## src/rtl/hazard_fwd_unit.sv

```systemverilog
module hazard_fwd_unit #(
  parameter int REG_AW = 5
) (
  input  logic [REG_AW-1:0] id_rs,
  input  logic [REG_AW-1:0] id_rt,
  input  logic              id_rs_ex,
  input  logic              id_rt_ex,
  input  logic [REG_AW-1:0] idex_rs,
  input  logic [REG_AW-1:0] idex_rt,
  input  logic [REG_AW-1:0] idex_rd,
  input  logic              idex_wen,
  input  logic              idex_load,
  input  logic [REG_AW-1:0] exmem_rd,
  input  logic [REG_AW-1:0] exmem_rt,
  input  logic              exmem_wen,
  input  logic              exmem_store,
  input  logic [REG_AW-1:0] memwb_rd,
  input  logic              memwb_wen,
  output logic [1:0]        fwd_a,
  output logic [1:0]        fwd_b,
  output logic              fwd_sd,
  output logic              pc_we,
  output logic              ifid_we,
  output logic              idex_bubble
);
  localparam logic [REG_AW-1:0] ZERO_REG = '0;

  logic em_live, mw_live, ld_live, load_use;

  assign em_live = exmem_wen && (exmem_rd != ZERO_REG);
  assign mw_live = memwb_wen && (memwb_rd != ZERO_REG);
  assign ld_live = idex_load && idex_wen && (idex_rd != ZERO_REG);

  function automatic logic [1:0] pick(input logic [REG_AW-1:0] src,
                                      input logic em_ok, input logic mw_ok,
                                      input logic [REG_AW-1:0] em_rd,
                                      input logic [REG_AW-1:0] mw_rd);
    if (em_ok && em_rd == src)      pick = 2'b10;
    else if (mw_ok && mw_rd == src) pick = 2'b01;
    else                            pick = 2'b00;
  endfunction

  assign fwd_a = pick(idex_rs, em_live, mw_live, exmem_rd, memwb_rd);
  assign fwd_b = pick(idex_rt, em_live, mw_live, exmem_rd, memwb_rd);

  assign fwd_sd = exmem_store && mw_live && (memwb_rd == exmem_rt);

  assign load_use = ld_live &&
                    ((id_rs_ex && idex_rd == id_rs) ||
                     (id_rt_ex && idex_rd == id_rt));

  assign pc_we       = !load_use;
  assign ifid_we     = !load_use;
  assign idex_bubble = load_use;
endmodule


```

## config.mk

```make
export PLATFORM = sky130hd
export DESIGN_NAME = hazard_fwd_unit
export DESIGN_NICKNAME = d
export VERILOG_FILES = /design/src/rtl/hazard_fwd_unit.sv
export SDC_FILE = /design/constraint.sdc
export NUM_CORES = 1
export LEC_CHECK = 0
export CAP_MARGIN = 20
export CORE_UTILIZATION = 28
export DETAILED_ROUTE_END_ITERATION = 12
export PLACE_DENSITY = 0.83
export SLEW_MARGIN = 20
export SYNTH_ARGS = -nofsm -noshare
export SYNTH_HDL_FRONTEND = slang
export SYNTH_SLANG_ARGS = --single-unit
export TNS_END_PERCENT = 50
```

## constraint.sdc

```tcl
create_clock -name vclk -period 2.4
set_clock_uncertainty 0.2 [all_clocks]
set_input_delay 0.48 -clock vclk [all_inputs]
set_output_delay 0.48 -clock vclk [all_outputs]
set_load 0.005 [all_outputs]
```

# After elaboration in Yosys (flattened, before gate mapping)
# Cells that the tools add are included.
[op_classes]
mux = 4
eq_ne = 7
reduce_logical = 18
[op_table]
columns = ["cell", "n"]
rows = [
  ["== test 5 bit", 7],
  ["nonzero test 5 bit", 3],
  ["logical AND 1 bit", 13],
  ["2-to-1 mux 2 bit", 2],
  ["2-to-1 mux 1 bit", 2],
  ["logical NOT 1 bit", 1],
  ["logical OR 1 bit", 1],
]
[totals]
reg_bits = 0
elab_cells = 29
input_bits = 47
out_inout_bits = 8

# Logic depth before layout (Yosys ltp)
# Gate-level depths: netlist of the first run.
[logic_depth]
ltp_word = 5
ltp_mapped = 5
depth_no_buf = 4

# Worst setup path after synthesis of the first run
# Ideal clock, no wire load.
[synth_timing]
path_type = "input -> output"
from = "in exmem_rd[1]"
to = "out fwd_a[0]"
t_required_ps = 1720
path_buffers = 0
stages = 4
arrival_time_ps = 1520
setup_slack_ps = 200
path_cell_list = "or4_1 -> o21ai_2 -> nor4_1 -> nor4_2"
[synth_between]
elab_chain_len = 4
elab_cells_between_ends = 5
cone_classes = "1 x eq/ne; 1 x mux; 3 x reduce/logical"
[synth_rtl]
columns = ["element", "line", "rtl"]
rows = [
  ["start, declared", "13", "input logic [REG_AW-1:0] exmem_rd,"],
  ["nonzero test 5 bit", "30", "assign em_live = exmem_wen && (exmem_rd != ZERO_REG);"],
  ["logical AND 1 bit", "30", ""],
  ["logical AND 1 bit *", "38", "if (em_ok && em_rd == src) pick = 2'b10;"],
  ["2-to-1 mux 2 bit *", "38", ""],
  ["end, declared", "19", "output logic [1:0] fwd_a,"],
]
# Every way passes the cells marked *; elsewhere a longest branch is shown, timed or not.

# Final worst setup path of the first run
[layout_timing]
from = "in exmem_rd[2]"
to = "out fwd_a[0]"
# The elaborated chain is that of the path after synthesis.

==> results of run 1 <==
stage by stage:
| step | instances | setup slack (ns) | hold slack [ns] | power (mW) |
|---|---|---|---|---|
| 2_1_floorplan | 59 | 0.200 | 0.837 | 0.0534 |
| 3_3_place_gp | 148 | -0.782 | 1.69 | 0.181 |
| 3_5_place_dp | 148 | -0.848 | 1.69 | 0.185 |
| 4_1_cts | 154 | -0.109 | 1.27 | 0.192 |
| 5_1_grt | 155 | -0.173 | 1.21 | 0.220 |
| 6_report | 155 | -0.115 | 1.19 | 0.206 |
layer usage:
metal  share of wire [%]  global-route usage, %  vias up  wire length [um]
li1                    -                      -      374                 -
met2                  56                   55.8       26              1510
met1                  37                   34.2      357              1000
met5                   0                      0        -                 0
met4                 3.3                   7.27        0                91
met3                 4.2                   1.70       10               114
how the worst max path moves through the flow:
stage	start	endpoint	slack (ns)	depth (start not counted)
final	exmem_rd[2]	fwd_a[0]	-0.11	6
after global routing	exmem_rd[2]	fwd_b[0]	-0.17	7
after CTS	memwb_rd[1]	fwd_a[0]	-0.11	6
after detailed placement	exmem_rd[1]	fwd_a[0]	-0.85	6
after global placement	exmem_rd[1]	fwd_a[0]	-0.78	6
after floorplan	exmem_rd[1]	fwd_a[0]	0.20	4
placed cells by master (no fill, tap or decap), types with 3 or more instances in the layout:
master,n
or4_4,4
clkdlybuf4s50_1,14
xor2_1,20
xnor2_1,13
buf_4,22
buf_6,8
clkbuf_2,3
nand3_1,4
clkdlybuf4s15_1,5
nor4_2,3
nor4_4,3
dlygate4sd2_1,9
dlymetal6s2s_1,3
buf_2,14
cell families (layout without fill, tap and decap cells):
family | after synthesis | in the layout | synth area share [%]
and+or+nand+nor | 18 | 18 | 26.1
xor gates and xnor gates | 35 | 35 | 65.2
AOI/OAI and AO/OA | 5 | 5 | 7.18
buffers and inverters | 1 | 81 | 1.60
power by group through the flow:
stage          combinational [mW]  clock [mW]  sequential [mW]
5_1_grt                     0.220           0                0
4_1_cts                     0.192           0                0
2_1_floorplan              0.0534           0                0
3_5_place_dp                0.185           0                0
3_3_place_gp                0.181           0                0
6_report                    0.206           0                0
layout make-up:
cell class	instances	area (um^2)
fill	93	274
timing repair buffer	81	684
tap	16	20.0
multi-input combinational	58	563
critical path: stages:
cell and delay [ns]:
buf_6 0.09, or4_4 0.54, o21ai_4 0.19, nor4_4 0.08, nor4_4 0.28, buf_2 0.17
repair_timing:
action	4_1_cts	5_1_grt
pin swaps	19	11
setup endpoints to repair	8	7
gates resized for setup	120	20
hold buffers	0	0
setup buffers	6	1
==> run metrics, run 1 <==
crit path kind=in -> out; sequential share of the synthesized area=0%; Critical Path Start Type=primary input; Hold Vio Cnt, Final=0; Sw Pwr=about 86 uW; overall routed net length=roughly 2700 um; Hold Crit Class=in -> out; Post-DP Area=1180 um^2; GRT overflow=0; first-pass GRT wire length=4040 um; area share of the largest cell type after synthesis=approximately 41%; final worst setup slack=-0.115 ns; largest net degree at the start of global routing=5; Avg WL per Cell=17.5 um; Vias=767; row cnt=14; IR drop worst, VDD=0.0987 mV; Core Util, Final=between 80% and 90%; area leader, netlist=xor2_1; final worst-path cycle share=105%; Final nets=between 150 and 200; syn_nets=between 100 and 150; internal power=roughly 120 uW; initial antenna violation count=0; port bufs=55; CP Data Required Time=1.72 ns; WP data arrival=between 1.5 and 2 ns; Slew HR=79.3%; Worst setup EP type=output pin; ANT cells=0; Pwr per Cell Area=about 160 nW/um^2; vias in the first global route=around 860; setup_tns=-0.367 ns; Initial Utilization=30.5%; total I/O pin count=55; YS warnings=0; layout cell share with drive strength beyond 1=46.0%; ANT nets after route=0; Min-Delay Endpoint=fwd_a[1]; drt pass-1 iters=4; Max Freq=~0.40 GHz; seq_cells=0; Leak Pwr=between 0.5 and 0.6 nW; Tmin final=approximately 2.5 ns; count leader, synth=xor2_1; synthesized cell area=between 400 and 500 um^2; switching portion of total power=about two fifths; Comb power frac=between 90% and 100%; Die X=approximately 43 um; Unique masters post-synth=15; FF/Latch Area=0 um^2; fin. max-slew vios=0; WHS Path Cells=4; vias per cell=between 4 and 5; Syn Inst Count=between 50 and 60; Die Y=between 40 and 50 um; Setup Viol. Count Final=6; Clock Power Share=0%; final RePlAce weighted congestion=just over 0.9; status=finished with violations; top cells by count, synth=xor2_1, xnor2_1, or4_1, nand3_1, nor4_1; Sequential Power Share=0%; DP HPWL=~1900 um; Syn-to-layout area delta=169%; maxcap violations=0; drc violations=0; Final Cell Area=1270 um^2; Worst-Margin Slew=0.310 ns; First DRT Iteration DRCs=13; synth top area cells=xor2_1, xnor2_1, or4_1; layout clock buffer count=0; failing checks=setup timing; overall routing resource usage=approximately 29%; Core ar.=between 1500 and 2000 um^2; setup repair after global routing missed its margin=true; Crit Path Max Fanout=2; hold_sp=exmem_wen; die area=approximately 1800 um^2; Avg Cell Area, Syn=~8 um^2
No activity file was read; power rests on OpenSTA's default activity.
==> run 2, diff against run 1 <==
clock period = 2.55 ns   (was 2.4 ns; I/O delays follow)
==> run 2 against run 1 <==
The run still ends with setup timing left. Largest cell class unchanged. Utilization fell by 3.7 points. Wire length fell by 3.1%. Largest power group unchanged. Clock-buffer cell count did not move. Via count fell by 0.26%. Combinational power fell by 10%.
==> run metrics, run 2 (synthesized netlist as in run 1, its figures left out) <==
overall routing resource usage=about 28%; Comb power frac=100.0%; slowest cell on the critical path=or4_4; Layout Cells excl Fill=between 150 and 200; Slew HR=approximately 80%; Worst path most repeated cell=nor4_4; Tmin final=between 2 and 3 ns; DP HPWL=about 1900 um; Vias=between 700 and 800; Hold Vio Cnt, Final=0; layout clock buffer count=0; WP data arrival=~1.9 ns; initial antenna violation count=0; Worst setup EP type=output pin; Setup Viol. Count Final=2; internal power=between 100 and 150 uW; die area=between 1500 and 2000 um^2; Final nets=187; Max Freq=0.391 GHz; Sequential Power Share=0%; switching portion of total power=between 40% and 50%; drt pass-1 iters=4; IR drop worst, VDD=between 0.08 and 0.09 mV; final worst-path cycle share=100%; placed cells=about 150; First DRT Iteration DRCs=5; overall routed net length=around 2600 um; maxcap violations=0; port bufs=between 50 and 60; failing checks=setup timing; first-pass GRT wire length=between 3000 and 4000 um; vias in the first global route=approximately 830; ANT nets after route=0; final worst setup slack=-0.00581 ns; Avg WL per Cell=between 15 and 20 um; drc violations=0; Syn-to-layout area delta=157%; fin. max-slew vios=0; total I/O pin count=55; Die Y=between 40 and 50 um; largest net degree at the start of global routing=5; Design Power=~180 uW; crit path buf inv count=2; Hold Crit Class=in -> out; Multi-input gate area=between 500 and 600 um^2; layout cell share with drive strength beyond 1=between 40% and 50%; vias per cell=4.97; setup_tns=-0.0106 ns; Min-Delay Endpoint=fwd_a[1]; CP delay by family, top=simple AND/OR/NAND/NOR gates; commonest non-fill, non-tap cell in the layout=buf_4; WHS Path Cells=4; CP max stage delay=0.53 ns; seq_cells=0; final RePlAce weighted congestion=around 0.9; worst slack at placement=-0.758 ns; GRT overflow=0; Sw Pwr=77.4 uW; Hold-fix buffers, CTS=0; crit path kind=in -> out; Leak Pwr=between 0.5 and 0.6 nW; Critical Path Start Type=primary input; Clock Power Share=0%; Crit Path Max Fanout=2; Worst-Margin Slew=roughly 0.3 ns; status=finished with violations; Pwr per Cell Area=~150 nW/um^2; Core ar.=between 1500 and 2000 um^2; Initial Utilization=30.5%; ANT cells=0; CP cell instances=buf_6 -> or4_4 -> o21ai_4 -> nor4_4 -> nor4_4 -> buf_2; Filler Cells Inserted=about 110; Die X=roughly 43 um; hold_sp=exmem_wen; CP Data Required Time=1.84 ns; row cnt=14; setup repair after global routing missed its margin=true; Core Util, Final=a little under 80%; FF/Latch Area=0 um^2; most frequent cells in the layout=buf_4, xor2_1, clkdlybuf4s50_1
## run 2: what timing repair did
action	4_1_cts	5_1_grt
endpoints found under the setup margin	8	6
cloned	0	0
buffers inserted	4	2
pin swaps	19	7
gates resized for setup	98	16
## run 2: worst max path at each step
stage / startpoint / endpoint / depth (start not counted)
6_report: exmem_rd[3] / fwd_a[0] / 6
3_3_place_gp: exmem_rd[1] / fwd_a[0] / 6
4_1_cts: memwb_rd[1] / fwd_a[0] / 6
5_1_grt: idex_rt[0] / fwd_b[0] / 5
2_1_floorplan: exmem_rd[1] / fwd_a[0] / 4
3_5_place_dp: exmem_rd[1] / fwd_a[0] / 6
## run 2: layout make-up
cell class	instances	share of cell area, %
multi-input cells	58	45.0
well taps	16	1.65
repair buffers	80	53.4
## run 2: power groups by stage
stage               registers, mW  logic (mW)  clock network [mW]
finish                          0       0.185                   0
global route                    0       0.197                   0
CTS                             0       0.175                   0
detailed placement              0       0.174                   0
global placement                0       0.170                   0
floorplan                       0      0.0502                   0
## run 2: stage by stage
| stage | hold slack (ns) | instance area, um^2 |
|---|---|---|
| finish | 1.24 | 1210 |
| global route | 1.25 | 1210 |
| CTS | 1.32 | 1200 |
| detailed placement | 1.75 | 1180 |
| global placement | 1.75 | 1180 |
| floorplan | 0.897 | 470 |
## run 2: worst min-delay path, delay by kind of cell
kind	cells	cell delay, ns
simple gates	1	0.06
buf+inv	2	0.28
compound gates	1	0.08
## run 2: per-layer routing
metal	up-vias	GRT usage [%]	routed length [um]
met5	-	0	0
met4	0	7.88	89
met3	10	2.13	131
met2	28	53.3	1460
met1	355	33.2	956
li1	372	-	-
